File: src/rtl/opf_pkg.sv
package opf_pkg;
  localparam int NUM_SRC    = 3;
  localparam int NUM_AR     = 3;
  localparam int LANES      = 4;
  localparam int SPEC_W     = 8;
  localparam int BANK_IDX_W = 4;
  localparam int UNI_IDX_W  = 7;

  typedef enum logic [2:0] {
    SRC_ZERO = 3'd0,
    SRC_IN   = 3'd1,
    SRC_TMP  = 3'd2,
    SRC_UNI  = 3'd3,
    SRC_ONE  = 3'd4
  } srcKind_e;

  typedef struct packed {
    logic                       capture;
    srcKind_e [NUM_SRC-1:0]     kind;
    logic                       dstOutWe;
    logic                       dstTmpWe;
  } fetchStrobe_t;
endpackage

File: src/rtl/opf_ctrl.sv
module opf_ctrl
  import opf_pkg::*;
#(
  parameter int AR_W      = 32,
  parameter int UNI_SLOTS = 96
) (
  input  logic                                 clk,
  input  logic                                 rstN,
  input  logic                                 inValid,
  input  logic                                 isMad,
  input  logic                                 inverted,
  input  logic [1:0]                           arSel,
  input  logic [NUM_SRC-1:0][SPEC_W-1:0]       srcSpec,
  input  logic [SPEC_W-1:0]                    dstSpec,
  input  logic [NUM_AR-1:0][AR_W-1:0]          arVal,
  output logic [NUM_SRC-1:0][BANK_IDX_W-1:0]   inRdIdx,
  output logic [NUM_SRC-1:0][BANK_IDX_W-1:0]   tmpRdIdx,
  output logic [NUM_SRC-1:0][UNI_IDX_W-1:0]    uniRdIdx,
  output fetchStrobe_t                         strobe
);
  localparam logic [UNI_IDX_W-1:0] UNI_BASE = UNI_IDX_W'(7'h20);

  logic [1:0]      offSlot;
  logic [AR_W-1:0] arPick;
  logic            arFits;
  logic [7:0]      offByte;

  // Which source slot receives the relative offset
  always_comb begin
    if (isMad) offSlot = inverted ? 2'd2 : 2'd1;
    else       offSlot = inverted ? 2'd1 : 2'd0;
  end

  // Address register selection and signed 8-bit range test
  always_comb begin
    arPick = '0;
    for (int a = 0; a < NUM_AR; a++) begin
      if (arSel == 2'(a + 1)) arPick = arVal[a];
    end
    arFits  = (&arPick[AR_W-1:7]) || !(|arPick[AR_W-1:7]);
    offByte = ((arSel != 2'd0) && arFits) ? arPick[7:0] : 8'h00;
  end

  for (genvar s = 0; s < NUM_SRC; s++) begin : gSrc
    logic [SPEC_W-1:0]    spec;
    logic [UNI_IDX_W-1:0] rawIdx;
    logic [UNI_IDX_W-1:0] effIdx;
    logic                 takeOff;
    srcKind_e             kind;

    assign spec    = srcSpec[s];
    assign takeOff = (offSlot == 2'(s));
    assign rawIdx  = spec[UNI_IDX_W-1:0] - UNI_BASE;
    assign effIdx  = rawIdx + (takeOff ? offByte[UNI_IDX_W-1:0] : '0);

    assign inRdIdx[s]  = spec[BANK_IDX_W-1:0];
    assign tmpRdIdx[s] = spec[BANK_IDX_W-1:0];
    assign uniRdIdx[s] = effIdx;

    always_comb begin
      if (spec[7])
        kind = SRC_ZERO;
      else if (spec[6:5] != 2'b00)
        kind = (32'(effIdx) >= UNI_SLOTS) ? SRC_ONE : SRC_UNI;
      else if (spec[4])
        kind = SRC_TMP;
      else
        kind = SRC_IN;
    end

    assign strobe.kind[s] = kind;
  end

  assign strobe.capture  = inValid;
  assign strobe.dstOutWe = (dstSpec < SPEC_W'(8'h10));
  assign strobe.dstTmpWe = (dstSpec >= SPEC_W'(8'h10)) && (dstSpec < SPEC_W'(8'h20));

  // A uniform source 1 with no selector reads its raw slot
  AST_NOSEL_RAW: assert property (@(posedge clk) disable iff (!rstN)
    (inValid && arSel == 2'd0 && !srcSpec[0][7] && srcSpec[0][6:5] != 2'b00)
      |-> (uniRdIdx[0] == srcSpec[0][6:0] - 7'h20));

  // Multiply-add never shifts source 1
  AST_MAD_SRC1_RAW: assert property (@(posedge clk) disable iff (!rstN)
    (inValid && isMad && !srcSpec[0][7] && srcSpec[0][6:5] != 2'b00)
      |-> (uniRdIdx[0] == srcSpec[0][6:0] - 7'h20));

  // Input and temporary reads follow the specifier regardless of offset
  AST_BANK_RAW: assert property (@(posedge clk) disable iff (!rstN)
    inValid |-> (inRdIdx[1] == srcSpec[1][3:0] && tmpRdIdx[2] == srcSpec[2][3:0]));
endmodule

File: src/rtl/opf_datapath.sv
module opf_datapath
  import opf_pkg::*;
#(
  parameter int                LANE_W   = 24,
  parameter int                AR_W     = 32,
  parameter logic [LANE_W-1:0] ONE_CODE = 24'h3F0000
) (
  input  logic                                  clk,
  input  logic                                  rstN,
  input  logic                                  arWrEn,
  input  logic [1:0]                            arWrSel,
  input  logic [AR_W-1:0]                       arWrData,
  output logic [NUM_AR-1:0][AR_W-1:0]           arVal,
  input  fetchStrobe_t                          strobe,
  input  logic [BANK_IDX_W-1:0]                 dstBankIdx,
  input  logic [NUM_SRC-1:0][LANES*LANE_W-1:0]  inRdData,
  input  logic [NUM_SRC-1:0][LANES*LANE_W-1:0]  tmpRdData,
  input  logic [NUM_SRC-1:0][LANES*LANE_W-1:0]  uniRdData,
  output logic                                  outValid,
  output logic [NUM_SRC-1:0][LANES*LANE_W-1:0]  opOut,
  output logic [NUM_SRC-1:0]                    opOob,
  output logic                                  dstOutWe,
  output logic                                  dstTmpWe,
  output logic [BANK_IDX_W-1:0]                 dstIdx
);
  localparam int VEC_W = LANES * LANE_W;
  localparam logic [VEC_W-1:0] ONES_VEC = {LANES{ONE_CODE}};

  logic [NUM_AR-1:0][AR_W-1:0] arFile;

  // Address register file with one synchronous write port
  always_ff @(posedge clk) begin
    if (!rstN) begin
      arFile <= '0;
    end else if (arWrEn) begin
      for (int a = 0; a < NUM_AR; a++) begin
        if (arWrSel == 2'(a)) arFile[a] <= arWrData;
      end
    end
  end
  assign arVal = arFile;

  for (genvar s = 0; s < NUM_SRC; s++) begin : gLane
    logic [VEC_W-1:0] nextOp;

    always_comb begin
      unique case (strobe.kind[s])
        SRC_IN:  nextOp = inRdData[s];
        SRC_TMP: nextOp = tmpRdData[s];
        SRC_UNI: nextOp = uniRdData[s];
        SRC_ONE: nextOp = ONES_VEC;
        default: nextOp = '0;
      endcase
    end

    always_ff @(posedge clk) begin
      if (!rstN) begin
        opOut[s] <= '0;
        opOob[s] <= 1'b0;
      end else if (strobe.capture) begin
        opOut[s] <= nextOp;
        opOob[s] <= (strobe.kind[s] == SRC_ONE);
      end
    end

    // Flagged sources carry the constant vector of ones
    AST_OOB_ONES: assert property (@(posedge clk) disable iff (!rstN)
      (outValid && opOob[s]) |-> (opOut[s] == ONES_VEC));
  end

  always_ff @(posedge clk) begin
    if (!rstN) begin
      outValid <= 1'b0;
      dstOutWe <= 1'b0;
      dstTmpWe <= 1'b0;
      dstIdx   <= '0;
    end else begin
      outValid <= strobe.capture;
      dstOutWe <= strobe.capture && strobe.dstOutWe;
      dstTmpWe <= strobe.capture && strobe.dstTmpWe;
      if (strobe.capture) dstIdx <= dstBankIdx;
    end
  end

  AST_ONE_CYCLE: assert property (@(posedge clk) disable iff (!rstN)
    strobe.capture |=> outValid);

  AST_IDLE_NO_WRITE: assert property (@(posedge clk) disable iff (!rstN)
    !outValid |-> (!dstOutWe && !dstTmpWe));

  AST_DST_SINGLE: assert property (@(posedge clk) disable iff (!rstN)
    !(dstOutWe && dstTmpWe));

  AST_AR_LOAD: assert property (@(posedge clk) disable iff (!rstN)
    (arWrEn && arWrSel != 2'd3) |=> (arFile[$past(arWrSel)] == $past(arWrData)));
endmodule

File: src/rtl/shader_operand_fetch.sv
module shader_operand_fetch
  import opf_pkg::*;
#(
  parameter int                LANE_W    = 24,
  parameter int                AR_W      = 32,
  parameter int                UNI_SLOTS = 96,
  parameter logic [LANE_W-1:0] ONE_CODE  = 24'h3F0000
) (
  input  logic                                  clk,
  input  logic                                  rstN,
  input  logic                                  arWrEn,
  input  logic [1:0]                            arWrSel,
  input  logic [AR_W-1:0]                       arWrData,
  input  logic                                  inValid,
  input  logic                                  isMad,
  input  logic                                  inverted,
  input  logic [1:0]                            arSel,
  input  logic [NUM_SRC-1:0][SPEC_W-1:0]        srcSpec,
  input  logic [SPEC_W-1:0]                     dstSpec,
  output logic [NUM_SRC-1:0][BANK_IDX_W-1:0]    inRdIdx,
  input  logic [NUM_SRC-1:0][LANES*LANE_W-1:0]  inRdData,
  output logic [NUM_SRC-1:0][BANK_IDX_W-1:0]    tmpRdIdx,
  input  logic [NUM_SRC-1:0][LANES*LANE_W-1:0]  tmpRdData,
  output logic [NUM_SRC-1:0][UNI_IDX_W-1:0]     uniRdIdx,
  input  logic [NUM_SRC-1:0][LANES*LANE_W-1:0]  uniRdData,
  output logic                                  outValid,
  output logic [NUM_SRC-1:0][LANES*LANE_W-1:0]  opOut,
  output logic [NUM_SRC-1:0]                    opOob,
  output logic                                  dstOutWe,
  output logic                                  dstTmpWe,
  output logic [BANK_IDX_W-1:0]                 dstIdx
);
  fetchStrobe_t                 strobe;
  logic [NUM_AR-1:0][AR_W-1:0]  arVal;

  opf_ctrl #(.AR_W(AR_W), .UNI_SLOTS(UNI_SLOTS)) uCtrl (
    .clk(clk), .rstN(rstN), .inValid(inValid), .isMad(isMad),
    .inverted(inverted), .arSel(arSel), .srcSpec(srcSpec),
    .dstSpec(dstSpec), .arVal(arVal), .inRdIdx(inRdIdx),
    .tmpRdIdx(tmpRdIdx), .uniRdIdx(uniRdIdx), .strobe(strobe)
  );

  opf_datapath #(.LANE_W(LANE_W), .AR_W(AR_W), .ONE_CODE(ONE_CODE)) uData (
    .clk(clk), .rstN(rstN), .arWrEn(arWrEn), .arWrSel(arWrSel),
    .arWrData(arWrData), .arVal(arVal), .strobe(strobe),
    .dstBankIdx(dstSpec[BANK_IDX_W-1:0]), .inRdData(inRdData),
    .tmpRdData(tmpRdData), .uniRdData(uniRdData), .outValid(outValid),
    .opOut(opOut), .opOob(opOob), .dstOutWe(dstOutWe),
    .dstTmpWe(dstTmpWe), .dstIdx(dstIdx)
  );
endmodule

File: config.mk
export PLATFORM = sky130hd
export DESIGN_NAME = shader_operand_fetch
export DESIGN_NICKNAME = d
export VERILOG_FILES = /design/src/rtl/opf_pkg.sv /design/src/rtl/opf_ctrl.sv /design/src/rtl/opf_datapath.sv /design/src/rtl/shader_operand_fetch.sv
export SDC_FILE = /design/constraint.sdc
export NUM_CORES = 1
export LEC_CHECK = 0
export CORE_AREA = 2 2 501 503
export DETAILED_ROUTE_END_ITERATION = 8
export DIE_AREA = 0 0 503 505
export GPL_TIMING_DRIVEN = 0
export PLACE_DENSITY_LB_ADDON = 0.08
export REMOVE_ABC_BUFFERS = 1
export SLEW_MARGIN = 20
export SYNTH_ARGS = -nofsm -noshare
export SYNTH_HDL_FRONTEND = slang
export SYNTH_SLANG_ARGS = --single-unit
export TNS_END_PERCENT = 5
File: constraint.sdc
create_clock -name clk -period 6.1 [get_ports clk]
set_input_delay 1.22 -clock clk [delete_from_list [all_inputs] [get_ports clk]]
set_output_delay 1.22 -clock clk [all_outputs]
set_load 0.01 [all_outputs]
### Word level (Yosys, flattened, before mapping)

Cells that the tools add are included.

* add/subtract/negate cells: 6
* multipliers: 0
* divide/modulo/power cells: 0
* order comparisons: 6
* eq/ne operators: 19
* shift operators: 0
* multiplexer cells: 25
* bitwise operators: 0
* reduce and logical (&&, ||, !) cells: 17

Operators with widths (count)
* case mux 96 bit (4 select lines): 3
* two-way mux 32 bit: 3
* two-way mux 7 bit: 4
* two-way mux 3 bit: 9
* AND reduction 25 bit: 1
* OR reduction 25 bit: 1
* adder 7 bit: 3
* greater-or-equal comparator 7 bit, second input constant: 3
* subtractor 7 x 6 -> 7 bit, second input constant: 3
* == test 3 x 2 -> 1 bit, second input constant: 6
* two-way mux 2 bit: 5
* == test 3 x 1 -> 1 bit, second input constant: 3
* == test 3 bit, second input constant: 3
* == test 2 bit, second input constant: 4
* greater-or-equal comparator 8 x 5 -> 1 bit, second input constant: 1
* less-than comparator 8 x 5 -> 1 bit, second input constant: 1
* less-than comparator 8 x 6 -> 1 bit, second input constant: 1
* nonzero test 2 bit: 4
* == test 2 x 1 -> 1 bit, second input constant: 3
* AND reduction 2 bit: 3
* logical AND 1 bit: 4
* zero test 2 bit: 2
* zero test 1 bit: 1
* logical OR 1 bit: 1
* two-way mux 1 bit: 1

* flip-flop bits (word level): 394
* latch bits: 0
* RAM bits: 0
* memory bits (read-only): 0
* bits of input ports: 938
* output and inout port bits: 343
* logic and storage cells: 86
* memories: 0

### Longest topological paths before layout

* depth after elaboration: 17
* depth in mapped cells: 24
* mapped depth without buffers: 19

### Hierarchy

A second synthesis with hierarchy kept.

* cell total of the unflattened synthesis: 2350
* area total of the unflattened synthesis: 21172.8 µm²

By module, submodules not included
* opf_datapath: instances 1, cells each 2083, area an instance 18955.7 µm², sequential area each 7887.6 µm²
* opf_ctrl: instances 1, cells each 267, area an instance 2217.1 µm², sequential area each 0.0 µm²

### Worst setup path before layout

Ideal clock, no wire load.

* path kind: input port to output port
* start: in arSel[1]
* end: out uniRdIdx[20] (netlist name)
* arrival time: 4.804 ns
* required time: 4.880 ns
* setup slack: 0.076 ns
* stages on the path: 19
* buffers on the path: 3
* path through: buf_6 buf_6 mux2_1 a22oi_1 nand4_1 nor4_1 o2bb2a_2 buf_6 nor2_1 nand2_1 nor2_1 ha_1 ha_1 a21o_1 a21oi_1 o21bai_1 a21oi_1 xnor2_1 xor2_1

RTL lines
* start, declared: RTL line shader_operand_fetch.sv:17 `input logic [1:0] arSel,`
* end, declared: RTL line shader_operand_fetch.sv:24 `output logic [NUM_SRC-1:0][UNI_IDX_W-1:0] uniRdIdx,`

==> results.py <==
metrics = {
    "run_status": {
        "outcome": "finished with violations",
        "violations": "negative setup slack",
    },
    "timing": {
        "report.final.setup_viol": 4,
        "finalCritPeriodShare_pct": 102,
        "worst_slew_margin_rel_pct": 38.1,
        "final.setup_skew_ns": 0.0410,
        "worst_slack_ns": -0.120,
        "finalMaxSlewViolations": 0,
        "rsz0062_at_grt": "yes",
        "post-route-min-period_ns": 6.22,
        "accumulated_negative_setup_slack_ns": -0.291,
        "max_slew.worst_pin.slew_ns": 0.928,
        "achievable-frequency_mhz": 161,
        "finalHoldViolations": 0,
    },
    "clocking": {
        "h_tree_levels": 3,
        "cts.hold.buffers_added": 0,
        "tritoncts": "done",
        "tritoncts.num_buffers": 67,
        "clockBufferDepth": 3,
        "worst_skew_pair.late_latency_ns": 0.68,
        "clock-sinks": 394,
        "cts.root.buffer_cell": "sky130_fd_sc_hd__clkbuf_16",
        "clk_pin_slew_worst_paths_ns": 0.05,
    },
    "yosys": {
        "synth.yosys.seq_area_share_pct": 36.7,
        "syn_avg_cell_area_sq_um": 8.65,
        "synth_top_cells_by_area": "sky130_fd_sc_hd__dfxtp_1 37%, sky130_fd_sc_hd__a222oi_1 13%, sky130_fd_sc_hd__o21ai_0 6.8%",
        "synthArstFlopShare_pct": 0,
        "synth_ff_type": "sky130_fd_sc_hd__dfxtp_1",
        "synth-edff-count": 0,
        "synth_seq_cells": 394,
        "yosysWarningCount": 0,
        "post_synth_num_cell_types": 54,
        "cell_type_with_the_largest_total_area_after_synthesis": "sky130_fd_sc_hd__dfxtp_1",
        "postSynthCellCount": 2483,
        "synthDominantCellAreaShare_pct": 36.7,
        "mappedNetlistArea_sq_mm": 0.0215,
    },
    "worst_setup_path": {
        "cp-end-kind": "primary output",
        "cp_cell_sequence": "clkbuf_16 -> mux2_2 -> a22oi_2 -> nand4_1 -> nor4_4 -> o2bb2a_4 -> nor2_4 -> buf_12 -> nand2_8 -> nor2_4 -> ha_4 -> ha_4 -> a21o_1 -> a21oi_2 -> o21bai_1 -> a21oi_2 -> xnor2_2 -> xor2_4 -> buf_8",
        "start_kind": "primary input",
        "critPathKind": "primary input to primary output",
        "timing.critical_path.slowest_cell_delay_ns": 0.36,
        "critical_path_required_ns": 4.88,
        "critical_path_arrival_ns": 5.00,
        "crit_path_top_delay_cell": "sky130_fd_sc_hd__nor4_4",
        "worstPathMaxFanout": 9,
    },
    "floorplanning": {
        "die_w_microns": 503,
        "fp.dieArea_sq_mm": 0.254,
        "initial_utilization_pct": 8.65,
        "floorplan.io_pins": 1281,
        "die_h_microns": 505,
        "core_area_sq_mm": 0.248,
        "placementRows": 183,
    },
    "routing": {
        "post_drt_via_cell_ratio": 3.86,
        "drtAntennaViolNets": 0,
        "detail_route.wirelength_microns": 206000,
        "drt_pass1_iterations": 9,
        "drt_first_iter_violations": 2688,
        "via_count": 27700,
        "routed_wire_per_std_cell_microns": 28.7,
        "drc_errors": 0,
    },
    "global_routing": {
        "number_of_global_route_vias_before_repair": 27800,
        "first_pass_grt_wire_length_microns": 269000,
        "grt.overflow.total": 0,
        "antenna_found_initial": 105,
        "globalRouteTotalUtil_pct": 15.4,
        "pin_count_of_the_biggest_net_entering_global_routing": 94,
    },
    "power": {
        "power-per-cell-area_mw_per_mm2": 202,
        "ir_worst_vdd_mv": 0.175,
        "power.total_w": 0.00865,
        "p_leak_nw": 13.9,
    },
    "placement": {
        "globalplace.congestion": 0.769,
        "placed_cells_incl_taps": 6989,
        "buffer_ports.inserted": 1280,
        "post-dp-hpwl_microns": 165000,
        "detailed_place.area_sq_mm": 0.0398,
        "pre_cts_slack_ns": -3.27,
    },
    "final_layout": {
        "filler_cell_count": 27900,
        "area_delta_synth_final_pct": 99.5,
        "final_common_cell": "sky130_fd_sc_hd__clkdlybuf4s50_1",
        "final_net_count": 4738,
        "final_cell_mix": "1,262 x sky130_fd_sc_hd__clkdlybuf4s50_1, 394 x sky130_fd_sc_hd__dfxtp_1, 342 x sky130_fd_sc_hd__nand2_1, 291 x sky130_fd_sc_hd__o21ai_0, 288 x sky130_fd_sc_hd__a222oi_1",
        "finish.instance_area_sq_mm": 0.0428,
        "final-instance-count-excl-fill": 7166,
        "layout-drive-gt1-share_pct": 12.9,
    },
    "job": {
        "drv.max_cap_violation_count": 0,
    },
    "worst_hold_path": {
        "min_path_type": "register to register",
    },
}
==> worst max-delay path, delay by kind of cell <==
family,cells,cell delay (ns)
AOI/OAI and AO/OA,6,1.07
and+or+nand+nor,5,0.89
xor gates and xnor gates,2,0.53
buffers and inverters,3,0.47
adders and majority gates,2,0.41
muxes,1,0.35
==> per-stage QoR <==
step	util [%]	hold WS, ns
2_1_floorplan	-	0.439
3_3_place_gp	14.9	0.452
3_5_place_dp	16.0	0.452
4_1_cts	17.0	0.460
5_1_grt	17.2	0.486
6_report	17.3	0.455
==> power by group <==
part / total [W] / switching (W) / leakage (nW) / internal, W
logic: 0.00203 / 0.000943 / 9.66 / 0.00109
clock network: 0.00388 / 0.00166 / 1.01 / 0.00222
registers: 0.00274 / 0.0000722 / 3.20 / 0.00267
total: 0.00865 / 0.00267 / 13.9 / 0.00597
==> worst paths after layout <==
check | endpoint | cells after the start | startpoint | slack (ns)
worst max-delay path | uniRdIdx[13] | 19 | arSel[1] | -0.12
worst max register to register | uData.opOut[221] | 28 | uData.arVal[89] | 0.65
worst min register to register | uData.arVal[29] | 2 | uData.arVal[29] | 0.45
worst min-delay path | uData.arVal[29] | 2 | uData.arVal[29] | 0.45
==> metal layers <==
layer	share of wire, %	vias to the layer above	routed length, microns	GRT usage (%)
met1	41	13700	84200	18.5
met5	0.17	-	345	0
met3	8.3	260	17000	4.63
li1	-	12500	-	-
met4	1.9	52	3900	3.37
met2	49	1206	100000	26.7
==> what timing repair did <==
item / in CTS / in global routing
setup buffers: 12 / 19
setup endpoints to repair: 312 / 27
cloned: 1 / 3
resized for setup: 101 / 55
pin swaps: 26 / 35
==> registers in the layout, summed over array words and instances, names as in the netlist <==
name	cells
uData.dstTmpWe	1
uData.dstOutWe	1
uData.opOob	3
uData.arVal	96
uData.outValid	1
uData.dstIdx	4
uData.opOut	288
==> layout make-up <==
| cell class | count | area, sq um | share of cell area [%] |
|---|---|---|---|
| Tap cell | 3330 | 4170 | 9.73 |
| Multi-Input combinational cell | 1755 | 12800 | 29.9 |
| Clock inverter | 10 | 100 | 0.234 |
| Inverter | 22 | 90.1 | 0.210 |
| Sequential cell | 394 | 7890 | 18.4 |
| Antenna cell | 27 | 67.6 | 0.158 |
| Clock buffer | 106 | 1970 | 4.61 |
| Timing Repair Buffer | 1522 | 15700 | 36.7 |
==> Yosys cell counts (3+ instances only) <==
library cell                instances
sky130_fd_sc_hd__a22o_1             6
sky130_fd_sc_hd__nor4b_1            3
sky130_fd_sc_hd__buf_2              8
sky130_fd_sc_hd__nor4_1            10
sky130_fd_sc_hd__o21ai_0          291
sky130_fd_sc_hd__a21boi_0          98
sky130_fd_sc_hd__a21oi_1          153
sky130_fd_sc_hd__a21o_1             5
sky130_fd_sc_hd__or3b_1            70
sky130_fd_sc_hd__nand3_1            8
sky130_fd_sc_hd__o21bai_1           3
sky130_fd_sc_hd__ha_1              35
sky130_fd_sc_hd__fa_1               3
sky130_fd_sc_hd__clkbuf_1         270
sky130_fd_sc_hd__dfxtp_1          394
sky130_fd_sc_hd__nand4_1            6
sky130_fd_sc_hd__a31oi_4           20
sky130_fd_sc_hd__a22oi_1           26
sky130_fd_sc_hd__o2111ai_1         72
sky130_fd_sc_hd__xnor2_1            9
sky130_fd_sc_hd__a222oi_1         288
sky130_fd_sc_hd__o22ai_1           72
sky130_fd_sc_hd__buf_6              6
sky130_fd_sc_hd__mux2i_1            4
sky130_fd_sc_hd__a31oi_1           52
sky130_fd_sc_hd__mux2_1             7
sky130_fd_sc_hd__nand4b_1          72
sky130_fd_sc_hd__buf_4             25
sky130_fd_sc_hd__nor3_1             3
sky130_fd_sc_hd__nand2_1          347
sky130_fd_sc_hd__xor2_1             8
sky130_fd_sc_hd__mux2_2            25
sky130_fd_sc_hd__nor2_1            30
sky130_fd_sc_hd__inv_1             22
sky130_fd_sc_hd__nor2b_1            6
==> kinds of logic after synthesis <==
logic type,after synthesis,synth area share (%)
flip-flops,394,36.7
multiplexers,36,1.86
adder cells (fa/ha/maj),38,2.32
AO/OA/AOI/OAI,1095,37.6
XOR/XNOR,17,0.694
AND/OR/NAND/NOR,569,14.1
buffers and inverters,334,6.68
Power figures use the tool's default switching activity.
